==> config.mk <==
export PLATFORM = sky130hd
export DESIGN_NAME = i2c_slave_responder
export DESIGN_NICKNAME = d
export VERILOG_FILES = /design/src/rtl/i2c_resp_pkg.sv /design/src/rtl/i2c_line_sync.sv /design/src/rtl/i2c_bus_events.sv /design/src/rtl/i2c_resp_fsm.sv /design/src/rtl/i2c_slave_responder.sv
export SDC_FILE = /design/constraint.sdc
export NUM_CORES = 1
export LEC_CHECK = 0
export CORE_MARGIN = 4
export CORE_UTILIZATION = 45
export DETAILED_ROUTE_END_ITERATION = 8
export HOLD_SLACK_MARGIN = 0.05
export PLACE_DENSITY = 0.71
export SLEW_MARGIN = 20
export SYNTH_ARGS = -nofsm -noshare
export SYNTH_HDL_FRONTEND = slang
export SYNTH_SLANG_ARGS = --single-unit
==> constraint.sdc <==
create_clock -name clk -period 2.6 [get_ports clk]
set_clock_uncertainty 0.1 [all_clocks]
set_input_delay 0.78 -clock clk [delete_from_list [all_inputs] [get_ports clk]]
set_output_delay 0.78 -clock clk [all_outputs]
set_load 0.1 [all_outputs]
==> src/rtl/i2c_resp_pkg.sv <==
package i2c_resp_pkg;
  typedef enum logic [3:0] {
    ST_IDLE,
    ST_ADDR,
    ST_AACK,
    ST_RX,
    ST_RACK,
    ST_TX,
    ST_MACK,
    ST_MRES,
    ST_WAIT
  } resp_state_t;
endpackage

==> src/rtl/i2c_line_sync.sv <==
module i2c_line_sync #(
  parameter int STAGES = 2
) (
  input  logic clk,
  input  logic rst,
  input  logic din,
  output logic dout
);
  logic [STAGES-1:0] ff;

  always_ff @(posedge clk) begin
    if (rst) ff <= '1;
    else     ff <= {ff[STAGES-2:0], din};
  end

  assign dout = ff[STAGES-1];
endmodule

==> src/rtl/i2c_bus_events.sv <==
module i2c_bus_events (
  input  logic clk,
  input  logic rst,
  input  logic scl_s,
  input  logic sda_s,
  output logic scl_rise,
  output logic scl_fall,
  output logic start_evt,
  output logic stop_evt
);
  logic scl_q, sda_q;

  always_ff @(posedge clk) begin
    if (rst) begin
      scl_q <= 1'b1;
      sda_q <= 1'b1;
    end else begin
      scl_q <= scl_s;
      sda_q <= sda_s;
    end
  end

  assign scl_rise  = scl_s & ~scl_q;
  assign scl_fall  = ~scl_s & scl_q;
  assign start_evt = scl_s & scl_q & sda_q & ~sda_s;
  assign stop_evt  = scl_s & scl_q & ~sda_q & sda_s;
endmodule

==> src/rtl/i2c_resp_fsm.sv <==
module i2c_resp_fsm
  import i2c_resp_pkg::*;
#(
  parameter int DATA_W = 8,
  parameter int ADDR_W = DATA_W - 1
) (
  input  logic              clk,
  input  logic              rst,
  input  logic              sda_s,
  input  logic              scl_rise,
  input  logic              scl_fall,
  input  logic              start_evt,
  input  logic              stop_evt,
  input  logic [ADDR_W-1:0] own_addr,
  input  logic [DATA_W-1:0] tx_byte,
  input  logic              tx_nack,
  output logic              drive_low,
  output logic [DATA_W-1:0] rx_byte,
  output logic              rx_valid,
  output logic              tx_load,
  output logic              addressed,
  output logic              read_dir,
  output logic              bus_active
);
  localparam int CNT_W = $clog2(DATA_W);
  localparam logic [CNT_W-1:0] LAST = CNT_W'(DATA_W - 1);

  resp_state_t       state;
  logic [CNT_W-1:0]  cnt;
  logic [DATA_W-1:0] sh;
  logic [DATA_W-1:0] shin;
  logic              ack_on;

  assign shin = {sh[DATA_W-2:0], sda_s};

  always_ff @(posedge clk) begin
    rx_valid <= 1'b0;
    tx_load  <= 1'b0;
    if (rst) begin
      state      <= ST_IDLE;
      cnt        <= '0;
      sh         <= '0;
      ack_on     <= 1'b0;
      drive_low  <= 1'b0;
      rx_byte    <= '0;
      addressed  <= 1'b0;
      read_dir   <= 1'b0;
      bus_active <= 1'b0;
    end else if (stop_evt) begin
      state      <= ST_IDLE;
      drive_low  <= 1'b0;
      addressed  <= 1'b0;
      read_dir   <= 1'b0;
      bus_active <= 1'b0;
      ack_on     <= 1'b0;
    end else if (start_evt) begin
      state      <= ST_ADDR;
      cnt        <= '0;
      drive_low  <= 1'b0;
      bus_active <= 1'b1;
      ack_on     <= 1'b0;
    end else begin
      case (state)
        ST_ADDR: if (scl_rise) begin
          sh <= shin;
          if (cnt == LAST) begin
            cnt <= '0;
            if (shin[DATA_W-1 -: ADDR_W] == own_addr) begin
              addressed <= 1'b1;
              read_dir  <= shin[0];
              state     <= ST_AACK;
            end else begin
              addressed <= 1'b0;
              read_dir  <= 1'b0;
              state     <= ST_WAIT;
            end
          end else begin
            cnt <= cnt + 1'b1;
          end
        end
        ST_AACK: if (scl_fall) begin
          if (!ack_on) begin
            drive_low <= 1'b1;
            ack_on    <= 1'b1;
          end else begin
            ack_on <= 1'b0;
            cnt    <= '0;
            if (read_dir) begin
              sh        <= tx_byte;
              drive_low <= ~tx_byte[DATA_W-1];
              tx_load   <= 1'b1;
              state     <= ST_TX;
            end else begin
              drive_low <= 1'b0;
              state     <= ST_RX;
            end
          end
        end
        ST_RX: if (scl_rise) begin
          sh <= shin;
          if (cnt == LAST) begin
            cnt      <= '0;
            rx_byte  <= shin;
            rx_valid <= 1'b1;
            state    <= ST_RACK;
          end else begin
            cnt <= cnt + 1'b1;
          end
        end
        ST_RACK: if (scl_fall) begin
          if (!ack_on) begin
            drive_low <= ~tx_nack;
            ack_on    <= 1'b1;
          end else begin
            drive_low <= 1'b0;
            ack_on    <= 1'b0;
            state     <= ST_RX;
          end
        end
        ST_TX: if (scl_fall) begin
          if (cnt == LAST) begin
            cnt       <= '0;
            drive_low <= 1'b0;
            state     <= ST_MACK;
          end else begin
            sh        <= {sh[DATA_W-2:0], 1'b0};
            drive_low <= ~sh[DATA_W-2];
            cnt       <= cnt + 1'b1;
          end
        end
        ST_MACK: if (scl_rise) begin
          state <= sda_s ? ST_WAIT : ST_MRES;
        end
        ST_MRES: if (scl_fall) begin
          sh        <= tx_byte;
          drive_low <= ~tx_byte[DATA_W-1];
          tx_load   <= 1'b1;
          cnt       <= '0;
          state     <= ST_TX;
        end
        default: ;
      endcase
    end
  end
endmodule

==> src/rtl/i2c_slave_responder.sv <==
module i2c_slave_responder #(
  parameter int DATA_W      = 8,
  parameter int SYNC_STAGES = 2,
  localparam int ADDR_W     = DATA_W - 1
) (
  input  logic              clk,
  input  logic              rst,
  input  logic              scl_i,
  input  logic              sda_i,
  input  logic [ADDR_W-1:0] own_addr,
  input  logic [DATA_W-1:0] tx_byte,
  input  logic              tx_nack,
  output logic              sda_drive_low,
  output logic [DATA_W-1:0] rx_byte,
  output logic              rx_valid,
  output logic              tx_load,
  output logic              addressed,
  output logic              read_dir,
  output logic              bus_active
);
  logic [1:0] raw_in, sync_out;
  logic scl_sync, sda_sync;
  logic scl_rise, scl_fall, start_evt, stop_evt;

  assign raw_in = {sda_i, scl_i};

  for (genvar g = 0; g < 2; g++) begin : g_sync
    i2c_line_sync #(.STAGES(SYNC_STAGES)) u_sync (
      .clk  (clk),
      .rst  (rst),
      .din  (raw_in[g]),
      .dout (sync_out[g])
    );
  end

  assign scl_sync = sync_out[0];
  assign sda_sync = sync_out[1];

  i2c_bus_events u_events (
    .clk       (clk),
    .rst       (rst),
    .scl_s     (scl_sync),
    .sda_s     (sda_sync),
    .scl_rise  (scl_rise),
    .scl_fall  (scl_fall),
    .start_evt (start_evt),
    .stop_evt  (stop_evt)
  );

  i2c_resp_fsm #(.DATA_W(DATA_W), .ADDR_W(ADDR_W)) u_fsm (
    .clk        (clk),
    .rst        (rst),
    .sda_s      (sda_sync),
    .scl_rise   (scl_rise),
    .scl_fall   (scl_fall),
    .start_evt  (start_evt),
    .stop_evt   (stop_evt),
    .own_addr   (own_addr),
    .tx_byte    (tx_byte),
    .tx_nack    (tx_nack),
    .drive_low  (sda_drive_low),
    .rx_byte    (rx_byte),
    .rx_valid   (rx_valid),
    .tx_load    (tx_load),
    .addressed  (addressed),
    .read_dir   (read_dir),
    .bus_active (bus_active)
  );
endmodule

[After elaboration in Yosys (flattened, before gate mapping)]
Index checks and enable logic that the tools add are counted.
Cells by class
  $add $sub $neg: 1
  multipliers: 0
  divide/modulo/power cells: 0
  $lt $le $gt $ge: 0
  equality and inequality tests: 37
  shift-type cells: 0
  multiplexer cells: 51
  bitwise operators: 18
  reductions and logical operators: 18
Operators by type and width (count)
  $mux W4: 14
  $mux W7: 7
  $pmux W4 S7: 1
  $pmux W7 S4: 1
  $reduce_and A13 Y1: 2
  $mux W3: 8
  $ne A3 B3 Y1 const B: 7
  $mux W1: 17
  $eq A4 B3 Y1 const B: 4
  $ne A2 B2 Y1 const B: 8
  $ne A3 B2 Y1 const B: 5
  $ne A2 B1 Y1 const B: 7
  $pmux W3 S4: 1
  $not A1 Y1: 11
  $reduce_and A10 Y1: 1
  $reduce_and A5 Y1: 2
  $eq A4 B2 Y1 const B: 2
  $reduce_bool A4 Y1: 2
  $reduce_bool A8 Y1: 1
  $and A1 B1 Y1: 7
  $eq A7 B7 Y1: 1
  $reduce_and A7 Y1: 1
  $reduce_bool A7 Y1: 1
  $reduce_or A2 Y1: 3
  11 further kinds: 11
Storage, ports and cells
  flip-flop bits (word level): 35
  latch bits: 0
  memory bits (writable): 0
  bits in read-only memories: 0
  input bits: 20
  output and inout bits: 14
  word-level logic and storage cells: 141
  memories: 0

[Longest topological paths before layout]
Gate-level depths: netlist of the first run.
  depth after elaboration: 6
  mapped depth: 7
  gate-level depth less buffers: 7

[By module]
A second synthesis of the first run with hierarchy kept.
Second synthesis, totals
  cells, all modules: 222
  area, all modules: 1870.5 sq um
By module, submodules not included
  i2c_resp_fsm: instances 1, cells an instance 206, area each 1680.4 sq um, sequential area each 580.6 sq um
  i2c_line_sync: instances 2, cells an instance 4, area each 52.6 sq um, sequential area each 40.0 sq um
  i2c_bus_events: instances 1, cells an instance 8, area each 85.1 sq um, sequential area each 40.0 sq um

[Worst setup path after synthesis of the first run]
OpenSTA, ideal clock, no wires.
  path kind: reg2reg
  start: reg u_fsm.read_dir
  end: reg u_fsm.sh[6]
  library setup time: 71 ps
  arrival time: 2138 ps
  required time: 2429 ps
  path slack: 292 ps
  cell stages (with the launch flop): 6
  path buffers: 1
  clock period less this slack: 2308 ps
  cell sequence: dfxtp_1 > nor3_1 > a311o_1 > clkbuf_1 > or3_1 > a21oi_1
On the way
  longest elaborated chain between the ends: 2
Ends and longest elaborated chain
  start, declared: line i2c_resp_fsm.sv:22  | output logic read_dir,
  start signal, assigned: line i2c_resp_fsm.sv:70  | read_dir <= shin[0];
  $ne A2 B1 Y1 (no source line)
  $reduce_and A10 Y1 (no source line)
  end signal, assigned: line i2c_resp_fsm.sv:65  | sh <= shin;
  end signal, assigned: line i2c_resp_fsm.sv:89  | sh <= tx_byte;
  end signal, assigned: line i2c_resp_fsm.sv:100  | sh <= shin;
  end, declared: line i2c_resp_fsm.sv:30  | logic [DATA_W-1:0] sh;
No other way between the ends.
A chain may end at the register's enable or synchronous reset.

[Worst setup path in the final report of the first run]
  start: reg u_events.scl_q
  end: reg u_fsm.cnt[0]
On the way
  longest elaborated chain between the ends: 5
  elaborated cells on any way between the ends: 17
  classes of those cells: eq/ne (5); mux (1); bitwise (9); reduce/logical (2)
Ends and longest elaborated chain
  start, declared: line i2c_bus_events.sv:11  | logic scl_q, sda_q;
  start signal, assigned: line i2c_bus_events.sv:18  | scl_q <= scl_s;
  $and A1 B1 Y1: line i2c_bus_events.sv:25, i2c_bus_events.sv:26
  $and A1 B1 Y1, on equally long branches (2 in a row): line i2c_bus_events.sv:25, i2c_bus_events.sv:26
  $ne A3 B2 Y1 (no source line) (tied with other cells)
  $reduce_and A7 Y1 (no source line)
  end signal, assigned: line i2c_resp_fsm.sv:78  | cnt <= cnt + 1'b1;
  end signal, assigned: line i2c_resp_fsm.sv:107  | cnt <= cnt + 1'b1;
  end signal, assigned: line i2c_resp_fsm.sv:128  | cnt <= cnt + 1'b1;
  end, declared: line i2c_resp_fsm.sv:29  | logic [CNT_W-1:0] cnt;
Several ways; a longest one is shown, not always the timed one.

==> impl_metrics.env, run 1 <==
export IMPL_status="finished clean"
export IMPL_slowest_delay_ns=0.54
export IMPL_yosys_top_cells_area="dfxtp_1, mux2i_1, a21oi_1"
export IMPL_p_leak_nw=0.928
export IMPL_maxCapViolations=0
export IMPL_grt_use_total_pct=16.3
export IMPL_yosysMostFrequentCell="dfxtp_1"
export IMPL_grt_ovfl_total=0
export IMPL_clk_pin_slew_worst_paths_ns=0.06
export IMPL_critPathLaunch="u_events.scl_q"
export IMPL_clkSinkCount=35
export IMPL_drv_slew=0
export IMPL_grt_pass1_vias=1420
export IMPL_insertion_delay_ns=0.28
export IMPL_syn_inst=210
export IMPL_synth_cell_types=45
export IMPL_drt_total_wl_um=4040
export IMPL_ios=34
export IMPL_end_kind="register"
export IMPL_drtPass1Iterations=4
export IMPL_drtIter0Drc=151
export IMPL_tightest_slew_ns=0.525
export IMPL_syn_avg_cell_area_um2=8.55
export IMPL_cp_cell_sequence="nand2b_4, or4b_1, a21o_1, or4_1, a21oi_1"
export IMPL_seq_area_frac_synth_pct=39.0
export IMPL_synth_edf_count=0
export IMPL_cts_repair_resized=0
export IMPL_viasPerCell=5.30
export IMPL_fmax_mhz=442
export IMPL_syn_to_final_growth_pct=24.3
export IMPL_grt_max_degree=25
export IMPL_numPortBuffers=33
export IMPL_crit_fanout=20
export IMPL_postCtsSetupRepairBufs=0
export IMPL_crit_path_end="u_fsm.cnt[0]"
export IMPL_synthTopCellsByCount="dfxtp_1, nor2_1, a21oi_1"
export IMPL_synth_area_um2=1800
export IMPL_hold_viol=0
export IMPL_p_per_area_nw_per_um2=449
export IMPL_yosys_register_bits=35
export IMPL_reg2reg_from="u_events.scl_q"
export IMPL_cp_required_ns=2.71
export IMPL_cts_root_buf="clkbuf_8"
export IMPL_startpoint_type="register"
export IMPL_antenna_cells=0
export IMPL_num_rows=22
export IMPL_dp_hpwl_um=3010
export IMPL_synth_ff_type="dfxtp_1"
export IMPL_worstSetupPathType="reg2reg"
export IMPL_grt_pass1_wl_um=6740
export IMPL_yosysTopAreaCell="dfxtp_1"
export IMPL_cts_made_buffers=5
export IMPL_die_area_um2=5060
export IMPL_cts_buffer_depth=2
export IMPL_synth_top_area_share_pct=39.0
export IMPL_nets=267
export IMPL_drc=0
export IMPL_critical_path_slowest_cell="or4_1"
export IMPL_regToRegSetupSlack_ns=0.34
export IMPL_start_util_pct=47.6
export IMPL_timing_rr_end="u_fsm.cnt[0]"
export IMPL_relSlewSlack_pct=65.0
export IMPL_antenna_found_initial=0
export IMPL_synth_nets=232
export IMPL_yosysWarnings=0
export IMPL_rsz0062_at_grt="false"
export IMPL_hold_depth=1
export IMPL_hold_buffers=0
export IMPL_worstHoldPathType="reg2reg"
export IMPL_gp_congestion=0.853
export IMPL_cts_tree="yes"
export IMPL_period_share_pct=87.0
export IMPL_core_area_um2=3770
export IMPL_vias=1558
export IMPL_die_w_um=71.2
export IMPL_post_route_min_period_ns=2.26
export IMPL_ir_drop_uv=309
export IMPL_r2r_cells=5
export IMPL_fp_dieH_um=71.2
export IMPL_wl_per_cell_um=13.7
export IMPL_finalSetupViolations=0
export IMPL_ant_nets=0
export IMPL_fin_setup_tns_ns=0
export IMPL_fin_util_pct=59.2
export IMPL_drive_above_1_share_pct=15.9
export IMPL_worstPathArrival_ns=2.37
export IMPL_async_flop_share_pct=0
export IMPL_htreeDepth=2
==> flip-flops by register name (all words and copies together), names as in the netlist, 3 cells and up <==
signal,flops
u_fsm.rx_byte,8
u_fsm.sh,7
g_sync.u_sync.ff,4
u_fsm.state,4
u_fsm.cnt,3
==> per-layer routing <==
| metal | vias to the layer above | global-route usage, % | routed length (um) |
|---|---|---|---|
| met5 | - | 0 | 0 |
| met2 | 26 | 25.0 | 1860 |
| met3 | 5 | 4.26 | 165 |
| met4 | 0 | 3.76 | 33 |
| met1 | 716 | 22.9 | 1980 |
| li1 | 811 | - | - |
==> critical path, delay by kind of cell (launching register included) <==
family | cells | cell delay [ns]
DFF | 1 | 0.44
AOI/OAI and AO/OA | 2 | 0.51
and+or+nand+nor | 3 | 1.15
==> cell type report <==
cell class                      count  area (um^2)
Clock inverter                      1         5.00
Clock buffer                        7         76.3
Inverter                            6         22.5
Sequential cell                    35          701
Multi-Input combinational cell    156         1010
Tap cell                           48         60.1
Fill cell                         350         1540
Timing Repair Buffer               41          355
==> cell usage in the layout, fill, tap and decap left out, types with 2 or more instances in the layout <==
cell type and instances:
xor2_1 3, clkdlybuf4s50_1 19, ha_1 2, xnor2_1 7
and3b_1 2, o31ai_1 3, mux2i_1 15, buf_4 22
o21ai_0 11, or2_2 9, a31oi_1 3, and2_1 2
inv_1 6, nor2b_1 3, o21bai_1 2, nand2_1 10
nand2b_1 7, nor3_1 4, nor3b_1 2, clkbuf_8 5
clkbuf_1 2, dfxtp_1 35, or4_1 2, a21o_1 2
or3_1 9, nor4_1 3, a21oi_1 18, nor2_1 21
==> how the worst min path moves through the flow <==
stage | startpoint | slack (ns) | to
floorplan | g_sync[0].u_sync.ff[0] | 0.29 | g_sync[0].u_sync.ff[1]
global placement | g_sync[0].u_sync.ff[0] | 0.29 | g_sync[0].u_sync.ff[1]
detailed placement | g_sync[0].u_sync.ff[0] | 0.30 | g_sync[0].u_sync.ff[1]
CTS | g_sync[0].u_sync.ff[0] | 0.31 | g_sync[0].u_sync.ff[1]
global route | g_sync[0].u_sync.ff[0] | 0.32 | g_sync[0].u_sync.ff[1]
finish | g_sync[0].u_sync.ff[0] | 0.31 | g_sync[0].u_sync.ff[1]
==> per-stage QoR <==
| stage | cells | power [W] | hold slack (ns) | setup slack [ns] | cell area, um^2 |
|---|---|---|---|---|---|
| after global placement | 286 | 0.000646 | 0.291 | 0.296 | 2150 |
| after CTS | 294 | 0.00101 | 0.314 | 0.325 | 2230 |
| final | 294 | 0.00100 | 0.312 | 0.338 | 2230 |
| after floorplan | 210 | 0.000607 | 0.289 | 0.292 | 1800 |
| after global routing | 294 | 0.00105 | 0.325 | 0.189 | 2230 |
| after detailed placement | 286 | 0.000648 | 0.298 | 0.251 | 2150 |
==> cells by family (layout without fill, tap and decap cells) <==
kind of cell / Yosys count / count (layout) / synth area share, %
flops: 35 / 35 / 39.0
mux: 15 / 15 / 8.36
fa+ha+maj: 2 / 2 / 1.39
buf+inv: 19 / 55 / 4.67
simple gates: 81 / 81 / 25.2
compound gates: 48 / 48 / 16.5
xor+xnor: 10 / 10 / 4.88
==> power by group <==
group / leakage [nW] / switching, W / total [W] / internal (W)
clock network: 0.0422 / 0.000179 / 0.000367 / 0.000188
logic: 0.602 / 0.0000405 / 0.0000883 / 0.0000478
registers: 0.283 / 0.00000487 / 0.000547 / 0.000542
(Power assumes the default switching activity.)
==> run 2, diff against run 1 <==
--- a/config.mk
+++ b/config.mk
@@ -9,7 +9,7 @@
 export CORE_UTILIZATION = 45
 export DETAILED_ROUTE_END_ITERATION = 8
 export HOLD_SLACK_MARGIN = 0.05
-export PLACE_DENSITY = 0.71
+export PLACE_DENSITY = 0.73
 export SLEW_MARGIN = 20
 export SYNTH_ARGS = -nofsm -noshare
 export SYNTH_HDL_FRONTEND = slang
==> constraint.sdc (replaced) <==
create_clock -name clk -period 2 [get_ports clk]
set_clock_uncertainty 0.1 [all_clocks]
set_input_delay 0.6 -clock clk [delete_from_list [all_inputs] [get_ports clk]]
set_output_delay 0.6 -clock clk [all_outputs]
set_load 0.1 [all_outputs]
==> run 2 against run 1 <==
Against the previous run: global-route usage rose by 1.9 points; first-iteration DRC count fell by 26%; non-clock buffer count rose by 13; count of clock-buffer cells in the layout is 1 lower; routed wire length increased by 14%; sequential share of layout area shrank 4.9 points; combinational power rose by 54%; sequential power up 29%; cell count rose by 4.4%; worst hold slack worse by 0.0027 ns; setup slack lost 0.33 ns; critical path depth increased by 1; critical endpoint is now u_fsm.sh[5]; critical path type unchanged.
==> impl_metrics.env, run 2 (synthesis results as in run 1) <==
export IMPL_grt_ovfl_total=0
export IMPL_p_leak_nw=1.07
export IMPL_startpoint_type="register"
export IMPL_drtIter0Drc=111
export IMPL_final_seq_area_um2=703
export IMPL_dp_hpwl_um=3310
export IMPL_placed_cell_area_um2=2460
export IMPL_grt_pass1_wl_um=7320
export IMPL_dp_slack_ns=-0.164
export IMPL_rsz0062_at_grt="true"
export IMPL_drc=0
export IMPL_largestRegisters="u_fsm.rx_byte x8, u_fsm.sh x7"
export IMPL_drv_slew=0
export IMPL_cts_made_buffers=5
export IMPL_nets=280
export IMPL_fp_dieH_um=71.2
export IMPL_fin_setup_tns_ns=0
export IMPL_tightest_slew_ns=0.359
export IMPL_maxCapViolations=0
export IMPL_worstHoldPathType="reg2reg"
export IMPL_grt_pass1_vias=1610
export IMPL_fin_util_pct=70.3
export IMPL_post_route_min_period_ns=1.99
export IMPL_antenna_cells=0
export IMPL_n_fill_cell=282
export IMPL_start_util_pct=47.6
export IMPL_finalSetupViolations=0
export IMPL_multi_input_area_um2=1090
export IMPL_worstPathArrival_ns=2.13
export IMPL_layout_common_cells="dfxtp_1, nor2_1, clkdlybuf4s50_1"
export IMPL_status="finished clean"
export IMPL_relSlewSlack_pct=76.0
export IMPL_htreeDepth=2
export IMPL_crit_fanout=14
export IMPL_die_w_um=71.2
export IMPL_ant_nets=0
export IMPL_cts_tree="yes"
export IMPL_largest_register_ffs=8
export IMPL_clkSinkCount=35
export IMPL_end_kind="register"
export IMPL_num_rows=22
export IMPL_final_common_cell="dfxtp_1"
export IMPL_wl_per_cell_um=15.0
export IMPL_grt_use_total_pct=18.2
export IMPL_cts_root_buf="clkbuf_8"
export IMPL_core_area_um2=3770
export IMPL_ios=34
export IMPL_syn_to_final_growth_pct=47.7
export IMPL_ir_drop_uv=562
export IMPL_vias=1677
export IMPL_grt_max_degree=25
export IMPL_numPortBuffers=33
export IMPL_p_per_area_nw_per_um2=570
export IMPL_stdcell_area_um2=2650
export IMPL_setup_ws_ns=0.00610
export IMPL_cts_buffer_depth=2
export IMPL_fmax_mhz=502
export IMPL_period_share_pct=99.7
export IMPL_insertion_delay_ns=0.29
export IMPL_drt_total_wl_um=4600
export IMPL_drive_above_1_share_pct=29.0
export IMPL_drtPass1Iterations=4
export IMPL_gp_congestion=0.862
export IMPL_worstSetupPathType="reg2reg"
export IMPL_regMostFlops="u_fsm.rx_byte"
export IMPL_viasPerCell=5.46
export IMPL_hold_viol=0
export IMPL_antenna_found_initial=0
export IMPL_clk_pin_slew_worst_paths_ns=0.07
export IMPL_die_area_um2=5060
export IMPL_cp_required_ns=2.13
## run 2: changes by cell type in the layout (fill, tap and decap cells not counted), sizes merged
cell	delta
bufinv	+1
clkbuf	-1
buf	+13
## run 2: per-layer routing
| layer | GRT usage, % | share of wire (%) | vias to the layer above |
|---|---|---|---|
| met5 | 0 | 0 | - |
| met4 | 6.89 | 1.7 | 0 |
| met3 | 3.84 | 4.3 | 8 |
| met2 | 29.6 | 48 | 43 |
| met1 | 23.5 | 46 | 794 |
| li1 | - | - | 832 |
## run 2: where the power goes
part	total (W)	internal, W	switching, W
combinational	0.000136	0.0000732	0.0000631
sequential	0.000708	0.000704	0.00000390
clock	0.000668	0.000403	0.000265
## run 2: timing repair
item | CTS | global route
pin swaps | 0 | 5
setup buffers | 0 | 0
resized for setup | 0 | 20
hold buffers | 0 | 0
endpoints found under the setup margin | 2 | 12
## run 2: critical path, stage by stage, from the launching register on
cell	delay [ns]
dfxtp_1	0.31
nand2b_4	0.13
or4b_1	0.50
a21o_1	0.23
buf_12	0.16
or3_4	0.38
a21oi_2	0.13
## run 2: final cells by class
| class | count | share of cell area, % |
|---|---|---|
| tap | 48 | 2.27 |
| clock buffer | 6 | 3.11 |
| sequential | 35 | 26.5 |
| timing repair buffer | 54 | 24.8 |
| inverter | 6 | 0.849 |
| clock inverter | 2 | 1.32 |
| multi-input combinational | 156 | 41.2 |
## run 2: worst paths after layout
| kind | startpoint | to | slack (ns) | cells after the start |
|---|---|---|---|---|
| max | g_sync[0].u_sync.ff[1] | u_fsm.sh[5] | 0.006 | 6 |
| min reg2reg | g_sync[0].u_sync.ff[0] | g_sync[0].u_sync.ff[1] | 0.31 | 1 |
| min | g_sync[0].u_sync.ff[0] | g_sync[0].u_sync.ff[1] | 0.31 | 1 |
| max reg2reg | g_sync[0].u_sync.ff[1] | u_fsm.sh[5] | 0.006 | 6 |
## run 2: metrics by stage
step | cells | total power, W | hold slack [ns]
global placement | 299 | 0.000852 | 0.292
finish | 307 | 0.00151 | 0.309
global route | 307 | 0.00157 | 0.346
floorplan | 210 | 0.000790 | 0.289
detailed placement | 299 | 0.000854 | 0.298
CTS | 307 | 0.00151 | 0.314
==> run 3, diff against run 2 <==
--- a/config.mk
+++ b/config.mk
@@ -6,10 +6,10 @@
 export NUM_CORES = 1
 export LEC_CHECK = 0
 export CORE_MARGIN = 4
-export CORE_UTILIZATION = 45
+export CORE_UTILIZATION = 46
 export DETAILED_ROUTE_END_ITERATION = 8
 export HOLD_SLACK_MARGIN = 0.05
-export PLACE_DENSITY = 0.73
+export PLACE_DENSITY = 0.75
 export SLEW_MARGIN = 20
 export SYNTH_ARGS = -nofsm -noshare
 export SYNTH_HDL_FRONTEND = slang
==> run 3 against run 2 <==
Against the previous run: clock power about the same; count of clock-buffer cells in the layout is the same; sequential share of layout area about the same; flip-flop and latch count unchanged.
==> impl_metrics.env, run 3 (synthesis results as in run 1) <==
export IMPL_p_sw_w=0.000333
export IMPL_startpoint_type="register"
export IMPL_p_leak_nw=1.07
export IMPL_final_common_cell="dfxtp_1"
export IMPL_cp_top_family="simple AND/OR/NAND/NOR gates"
export IMPL_grt_use_total_pct=19.0
export IMPL_wl_per_cell_um=15.1
export IMPL_drv_slew=0
export IMPL_drc=0
export IMPL_fin_util_pct=71.4
export IMPL_start_util_pct=48.3
export IMPL_nets=282
export IMPL_numPortBuffers=33
export IMPL_drive_above_1_share_pct=27.6
export IMPL_clk_pin_slew_worst_paths_ns=0.07
export IMPL_grt_max_degree=25
export IMPL_comb_power_share_pct=9.4
export IMPL_worstHoldPathType="reg2reg"
export IMPL_wl_met2_um=2300
export IMPL_worstSetupPathType="reg2reg"
export IMPL_status="finished clean"
export IMPL_cts_root_buf="clkbuf_8"
export IMPL_topRoutingLayerUsed="met4"
export IMPL_die_w_um=70.5
export IMPL_ir_drop_uv=516
export IMPL_clkSinkCount=35
export IMPL_drtIter0Drc=211
export IMPL_end_kind="register"
export IMPL_grt_pass1_vias=1652
export IMPL_drt_total_wl_um=4680
export IMPL_cts_buffer_depth=2
export IMPL_maxCapViolations=0
export IMPL_route_met3_wl_um=274
export IMPL_fin_setup_tns_ns=0
export IMPL_cts_tree="yes"
export IMPL_die_area_um2=4970
export IMPL_grt_ovfl_total=0
export IMPL_antenna_found_initial=0
export IMPL_finalSetupViolations=0
export IMPL_viasPerCell=5.52
export IMPL_critPathBufInv=1
export IMPL_num_rows=22
export IMPL_cp_required_ns=2.13
export IMPL_critical_path_slowest_cell="or4b_1"
export IMPL_n_fill_cell=290
export IMPL_dp_hpwl_um=3290
export IMPL_relSlewSlack_pct=76.8
export IMPL_hold_buffers=0
export IMPL_pwr_share_seq_pct=46.6
export IMPL_worstPathArrival_ns=2.09
export IMPL_ios=34
export IMPL_cp_cell_sequence="nand2b_4, or4b_1, a21o_1, buf_12, or3_4, a21oi_2"
export IMPL_cts_made_buffers=5
export IMPL_vias=1706
export IMPL_layout_common_cells="dfxtp_1, nor2_1, clkdlybuf4s50_1, buf_4, buf_12"
export IMPL_syn_to_final_growth_pct=47.7
export IMPL_gp_congestion=0.892
export IMPL_finalNonFillerCells=309
export IMPL_clock_power_share_pct=44.0
export IMPL_insertion_delay_ns=0.29
export IMPL_placed_cells=295
export IMPL_tightest_slew_ns=0.348
export IMPL_fmax_mhz=509
export IMPL_p_per_area_nw_per_um2=573
export IMPL_crit_fanout=14
export IMPL_rsz0062_at_grt="true"
export IMPL_post_route_min_period_ns=1.96
export IMPL_core_area_um2=3720
export IMPL_p_sw_share_pct=21.9
export IMPL_antenna_cells=0
export IMPL_grt_pass1_wl_um=7600
export IMPL_drtPass1Iterations=4
export IMPL_largestRegisters="u_fsm.rx_byte x8, u_fsm.sh x7"
export IMPL_largest_register_ffs=8
export IMPL_hold_viol=0
export IMPL_ant_nets=0
export IMPL_regMostFlops="u_fsm.rx_byte"
export IMPL_internal_power_w=0.00119
export IMPL_wl_met1_um=2020
export IMPL_slowest_delay_ns=0.50
export IMPL_period_share_pct=98.2
export IMPL_fp_dieH_um=70.5
export IMPL_htreeDepth=2
==> run 3: changes by cell type in the layout (fill, tap and decap cells not counted), sizes merged <==
cell / before / now
clkbuf: 6 / 7
buf: 35 / 36
==> run 3: metal layers <==
metal / global-route usage (%) / up-vias
met5: 0 / -
met4: 7.02 / 0
met3: 4.75 / 9
met2: 30.8 / 64
met1: 24.1 / 793
li1: - / 840
==> run 3: path summary, 6_finish.rpt <==
kind,from,to,slack (ns),cells past startpoint
worst min register to register,g_sync[0].u_sync.ff[0],g_sync[0].u_sync.ff[1],0.31,1
worst max register to register,g_sync[0].u_sync.ff[1],u_fsm.sh[2],0.04,6
worst min-delay path,g_sync[0].u_sync.ff[0],g_sync[0].u_sync.ff[1],0.31,1
worst max-delay path,g_sync[0].u_sync.ff[1],u_fsm.sh[2],0.04,6
==> run 3: through the flow <==
stage | cell area, um^2 | hold WS (ns) | setup slack, ns | power [W]
after CTS | 2560 | 0.316 | 0.00889 | 0.00151
after global routing | 2650 | 0.322 | -0.0584 | 0.00157
after detailed placement | 2430 | 0.299 | -0.135 | 0.000855
after global placement | 2430 | 0.292 | -0.0940 | 0.000853
final | 2650 | 0.312 | 0.0351 | 0.00152
after floorplan | 1800 | 0.289 | -0.0469 | 0.000790
==> run 3: worst register-to-register path, cell delays in order, from the launching register on <==
cell and delay (ns):
dfxtp_1 0.31, nand2b_4 0.13, or4b_1 0.50, a21o_1 0.21
buf_12 0.15, or3_4 0.38, a21oi_2 0.13
==> run 3: timing repair <==
action,4_1_cts,5_1_grt
cloned,0,0
buffers inserted,2,4
gates resized for setup,1,17
pin swaps,4,3
setup endpoints to repair,1,15
==> run 3: cell type report <==
cell class	instances	area [um^2]	share of cell area, %
multi-input combinational	156	1080	40.7
inverter	6	22.5	0.849
tap	48	60.1	2.26
clock inverter	2	35.0	1.32
timing repair buffer	56	669	25.2
sequential	35	704	26.6
clock buffer	6	82.6	3.11
==> run 3: power groups by stage <==
stage	sequential [W]	clock [W]	combinational (W)
after floorplan	0.000731	0	0.0000592
after global placement	0.000724	0	0.000129
after detailed placement	0.000724	0	0.000131
after CTS	0.000708	0.000675	0.000132
after global routing	0.000709	0.000704	0.000154
final	0.000708	0.000668	0.000143
